## config.mk

```make
export PLATFORM = sky130hd
export DESIGN_NAME = spi_slave_port
export DESIGN_NICKNAME = d
export VERILOG_FILES = /design/src/rtl/spi_slave_pkg.sv /design/src/rtl/spi_sync.sv /design/src/rtl/spi_slave_shift.sv /design/src/rtl/spi_slave_port.sv
export SDC_FILE = /design/constraint.sdc
export NUM_CORES = 1
export LEC_CHECK = 0
export BUFFER_PORTS_ARGS = -buffer_cell sky130_fd_sc_hd__buf_2
export CORE_ASPECT_RATIO = 0.75
export CORE_UTILIZATION = 35
export DETAILED_ROUTE_END_ITERATION = 6
export SYNTH_ARGS = -nofsm -noshare
export SYNTH_HDL_FRONTEND = slang
export SYNTH_SLANG_ARGS = --single-unit
```

## constraint.sdc

```tcl
create_clock -name clk -period 1.6 [get_ports clk]
set_input_delay 0.08 -clock clk [delete_from_list [all_inputs] [get_ports clk]]
set_output_delay 0.08 -clock clk [all_outputs]
set_load 0.005 [all_outputs]
```

## src/rtl/spi_slave_pkg.sv

```systemverilog
package spi_slave_pkg;
  localparam int unsigned FRAME_BITS = 8;
  localparam int unsigned SYNC_STAGES = 2;

  typedef struct packed {
    logic lead;
    logic trail;
    logic sel_fall;
  } spi_evt_t;
endpackage

```

## src/rtl/spi_sync.sv

```systemverilog
module spi_sync #(
  parameter int unsigned W = 1,
  parameter int unsigned STAGES = 2,
  parameter logic [W-1:0] RST_VAL = '0
) (
  input  logic         clk,
  input  logic         rst_n,
  input  logic [W-1:0] d,
  output logic [W-1:0] q
);
  logic [W-1:0] stg [STAGES];

  generate
    for (genvar i = 0; i < STAGES; i++) begin : g_stage
      always_ff @(posedge clk or negedge rst_n) begin
        if (!rst_n) stg[i] <= RST_VAL;
        else if (i == 0) stg[i] <= d;
        else stg[i] <= stg[i-1];
      end
    end
  endgenerate

  assign q = stg[STAGES-1];
endmodule

```

## src/rtl/spi_slave_shift.sv

```systemverilog
module spi_slave_shift #(
  parameter int unsigned FW = 8
) (
  input  logic          clk,
  input  logic          rst_n,
  input  logic          cpol,
  input  logic          cpha,
  input  logic          sck_s,
  input  logic          mosi_s,
  input  logic          ss_n_s,
  input  logic [FW-1:0] tx_buf,
  output logic          active,
  output logic          busy,
  output logic          miso_bit,
  output logic          byte_done,
  output logic [FW-1:0] rx_byte
);
  import spi_slave_pkg::*;
  localparam int unsigned CW = $clog2(FW);
  localparam logic [CW-1:0] LAST = CW'(FW - 1);

  logic          sck_q, ss_n_q, started;
  logic [CW-1:0] cnt;
  logic [FW-1:0] tx_sr, rx_sr;
  spi_evt_t      ev;
  logic          sample, launch;

  always_comb begin
    ev.lead     = ((sck_s ^ cpol) == 1'b1) && ((sck_q ^ cpol) == 1'b0);
    ev.trail    = ((sck_s ^ cpol) == 1'b0) && ((sck_q ^ cpol) == 1'b1);
    ev.sel_fall = !ss_n_s && ss_n_q;
  end

  assign active    = !ss_n_s;
  assign sample    = active && (cpha ? ev.trail : ev.lead);
  assign launch    = active && (cpha ? ev.lead : ev.trail);
  assign byte_done = sample && (cnt == LAST);
  assign busy      = active && (!cpha || started);
  assign miso_bit  = tx_sr[FW-1];

  always_ff @(posedge clk or negedge rst_n) begin
    if (!rst_n) begin
      sck_q   <= 1'b0;
      ss_n_q  <= 1'b1;
      started <= 1'b0;
      cnt     <= '0;
      tx_sr   <= '0;
      rx_sr   <= '0;
      rx_byte <= '0;
    end else begin
      sck_q  <= sck_s;
      ss_n_q <= ss_n_s;
      if (!active) begin
        cnt     <= '0;
        started <= 1'b0;
      end else begin
        if (ev.sel_fall) tx_sr <= tx_buf;
        else if (launch) begin
          if (cpha && !started) tx_sr <= tx_buf;
          else tx_sr <= {tx_sr[FW-2:0], 1'b0};
        end
        if (ev.lead) started <= 1'b1;
        if (sample) begin
          rx_sr <= {rx_sr[FW-2:0], mosi_s};
          if (cnt == LAST) begin
            cnt     <= '0;
            started <= 1'b0;
            rx_byte <= {rx_sr[FW-2:0], mosi_s};
          end else begin
            cnt <= cnt + 1'b1;
          end
        end
      end
    end
  end
endmodule

```

## src/rtl/spi_slave_port.sv

```systemverilog
module spi_slave_port #(
  parameter int unsigned FW = spi_slave_pkg::FRAME_BITS
) (
  input  logic          clk,
  input  logic          rst_n,
  input  logic          cpol,
  input  logic          cpha,
  input  logic          wr_en,
  input  logic [FW-1:0] wr_data,
  output logic [FW-1:0] rd_data,
  output logic          done_flag,
  input  logic          done_clr,
  output logic          wcol_flag,
  input  logic          wcol_clr,
  input  logic          sck,
  input  logic          mosi,
  input  logic          ss_n,
  output logic          miso,
  output logic          miso_oe
);
  import spi_slave_pkg::*;

  logic          sck_s, mosi_s, ss_n_s;
  logic          active, busy, miso_bit, byte_done;
  logic [FW-1:0] tx_buf;

  spi_sync #(.W(2), .STAGES(SYNC_STAGES), .RST_VAL(2'b00)) u_sync_data (
    .clk(clk), .rst_n(rst_n), .d({sck, mosi}), .q({sck_s, mosi_s})
  );

  spi_sync #(.W(1), .STAGES(SYNC_STAGES), .RST_VAL(1'b1)) u_sync_sel (
    .clk(clk), .rst_n(rst_n), .d(ss_n), .q(ss_n_s)
  );

  spi_slave_shift #(.FW(FW)) u_core (
    .clk(clk), .rst_n(rst_n), .cpol(cpol), .cpha(cpha),
    .sck_s(sck_s), .mosi_s(mosi_s), .ss_n_s(ss_n_s), .tx_buf(tx_buf),
    .active(active), .busy(busy), .miso_bit(miso_bit),
    .byte_done(byte_done), .rx_byte(rd_data)
  );

  always_ff @(posedge clk or negedge rst_n) begin
    if (!rst_n) begin
      tx_buf    <= '0;
      done_flag <= 1'b0;
      wcol_flag <= 1'b0;
    end else begin
      if (wr_en && !busy) tx_buf <= wr_data;
      if (byte_done) done_flag <= 1'b1;
      else if (done_clr) done_flag <= 1'b0;
      if (wr_en && busy) wcol_flag <= 1'b1;
      else if (wcol_clr) wcol_flag <= 1'b0;
    end
  end

  assign miso_oe = active;
  assign miso    = active ? miso_bit : 1'b0;
endmodule

```

==> impl_metrics.toml <==
[synthesis]
ys_types = 22
synth_largest_area_cell = "dfrtp_1"
synth_ff_type = "dfrtp_1"
synth-xor-area-share_pct = 0.892
synth_area_per_cell_um2 = 15.1
synth_area_leaders = "dfrtp_1 (58%), mux2_2 (24%), dfstp_2 (4.3%)"
ys_ff_latch = 45
synth_edf_count = 0
netlist.area_leader.share_pct = 57.6
synthCells = 121
synth_fa_ha_area_share_pct = 1.37
synth.mux.area_fraction_pct = 25.2
synth-async-reset-ratio_pct = 100
synth_top_family_by_area = "multiplexers"
yosys_warnings = 0
synth_most_common_cell = "dfrtp_1"
synth_compound_area_share_pct = 3.70
ys_top_cells_by_count = "dfrtp_1 (42), mux2_2 (39), nand2_1 (7), inv_1 (4), nor2b_1 (4)"
synth_area_um2 = 1820
seq_area_frac_synth_pct = 61.9
syn_nets = 141
synth_simple_gate_area_share_pct = 5.42

[setup_path]
endpoint_kind = "flop"
slowest_stage = "dfstp_2"
cp-start-kind = "flop"
cpPeakStageDelay_ps = 590
cp.arrival_ps = 1740
crit_required_ps = 1780
cp_top_family = "flip-flops"
crit_chain = "inv_4, a21o_4, mux2_2, mux2_4"
crit_buf_inv = 1
path_class = "reg2reg"
path_max_fanout = 8

[clock_tree]
htreeDepth = 2
clk_path_buf_depth = 2
cts_tree = "done"
cts-root-buf = "clkbuf_8"
path_clk_slew_ps = 90
clock_sinks = 45
worstSkewPairLatency_ps = 290
numCtsBuffers = 5

[sta]
fmax_ghz = 0.642
tightest_slew_ps = 488
slew-limit-headroom_pct = 67.5
final_hold_viol_count = 0
setup_viol_count_final = 0
setup-tns-final_ps = 0
fin_crit_sh_pct = 97.3
fin_ws_ps = 42.6
fin_crit_ps = 1560
fin_skew_ps = 8.82
rsz0062_at_grt = "true"
finalMaxSlewViolations = 0
fin_hold_ws_ps = 19.7

[die]
dieWidth_um = 85.4
core-area_um2 = 4950
start_util_pct = 36.8
top_level_ports = 30
fp-row-count = 22
dieArea_um2 = 5510
dieHeight_um = 64.5

[placed_design]
dp_hpwl_um = 2340
place_congestion = 0.729
port-buffer-count = 29
dp_cells = 215
dp_slack_ps = -32.0

[pwr]
peakVddDrop_uv = 506
switchingPower_mw = 0.682
p_int_mw = 2.18
p_seq_share_pct = 51.5
switching_share_pct = 23.9
power.share.clock_pct = 31.1
comb_power_share_pct = 17.4
total_power_mw = 2.86
p_leak_nw = 1.14
p_per_area_nw_per_um2 = 1210

[route]
avgRoutedWirePerCell_um = 14.3
drt-initial-drc-count = 27
ant_nets = 0
drtPass1Iterations = 4
drt_wl_total_um = 3290
avgViaCountPerCell = 4.73
via_count = 1087
drc = 0

[outcome]
status = "completed"

[cells_and_area]
fin_nets = 189
syn_to_final_growth_pct = 29.4
layout-drive-gt1-share_pct = 57.6
diodes = 0
final_cell_count_no_fill = 230

[global_routing]
grt_pass1_vias = 1206
overflow = 0
antenna_found_initial = 0
grt_usage_pct = 13.6
grt_pass1_wl_um = 5680
grt_max_degree = 27

[flow_run]
maxCapViolCount = 0

[worst_hold_path]
worstHoldPathType = "in2reg"
==> through the flow <==
stage / util (%) / instance area, µm²
after floorplan: - / 1870
after global placement: 43.3 / 2140
after detailed placement: 43.3 / 2140
after CTS: 47.1 / 2330
after global routing: 47.6 / 2360
final: 47.6 / 2360
==> path summary, 6_finish.rpt <==
| path | startpoint | to | slack, ps | cells after the start |
|---|---|---|---|---|
| max | u_sync_sel.q$_DFF_PN1_ | u_core.tx_sr[4]$_DFFE_PN0P_ | 40 | 4 |
| min | wr_data[5] | tx_buf[5]$_DFFE_PN0P_ | 20 | 2 |
| max reg2reg | u_sync_sel.q$_DFF_PN1_ | u_core.tx_sr[4]$_DFFE_PN0P_ | 40 | 4 |
| min reg2reg | u_sync_sel.stg[1]$_DFF_PN1_ | u_sync_sel.q$_DFF_PN1_ | 350 | 0 |
| max in group asynchronous | rst_n | u_sync_sel.stg[1]$_DFF_PN1_ | 740 | 3 |
| min in group asynchronous | rst_n | u_core.rx_byte[2]$_DFFE_PN0P_ | 280 | 2 |
==> cells in the final DEF, fill, tap and decap left out, types with 2 or more instances in the layout <==
cell / instances
dfrtp_1: 42
mux2_2: 32
buf_2: 29
mux2_4: 7
nand2_1: 7
clkbuf_8: 6
dlygate4sd3_1: 6
buf_4: 6
inv_1: 3
a21oi_1: 3
dfstp_2: 3
nor2b_4: 2
nor2b_1: 2
mux2i_1: 2
o21ai_0: 2
ha_1: 2
buf_12: 2
==> worst reg2reg max path, stage by stage (launching register included) <==
cell	delay [ps]
dfstp_2	590
inv_4	70
a21o_4	240
mux2_2	280
mux2_4	260
==> routing by layer <==
layer	wire length, µm	up-vias	GRT usage, %	part of all wire, %
met4	29	0	4.38	0.88
met5	0	-	0	0
li1	-	514	-	-
met2	1610	21	22.5	49
met3	115	2	4.33	3.5
met1	1530	550	17.0	47
==> power groups by stage <==
stage / clock (mW) / combinational (mW) / sequential [mW]
finish: 0.890 / 0.497 / 1.47
global route: 0.974 / 0.539 / 1.51
CTS: 0.918 / 0.499 / 1.47
detailed placement: 0 / 0.483 / 1.49
global placement: 0 / 0.454 / 1.47
floorplan: 0 / 0.357 / 1.44
==> sequential cells by signal, summed over array words and instances, names as in the netlist, 2 cells and up <==
signal,flops
u_sync_data.stg,2
u_sync_data.q,2
u_core.rx_byte,8
u_core.tx_sr,8
u_core.cnt,3
tx_buf,8
u_core.rx_sr,7
==> cells by family (layout without fill, tap and decap cells) <==
family,count (synthesis),count (layout)
xor+xnor,1,1
simple gates,17,17
buf+inv,6,55
fa+ha+maj,2,2
compound gates,9,9
mux,41,41
flops,45,45
==> repair_timing <==
item,in CTS,in global routing
pin swaps,0,1
setup endpoints to repair,15,16
resized for setup,3,4
hold endpoints to repair,23,0
buffers inserted,0,1
hold buffers,6,0
==> layout make-up <==
cell class | count | area, µm²
tap | 60 | 75.1
sequential | 45 | 1130
inverter | 4 | 17.5
clock inverter | 2 | 37.5
multi-input combinational | 70 | 727
clock buffer | 6 | 82.6
timing repair buffer | 43 | 290
fill | 446 | 2590
Power figures use the tool's default switching activity.
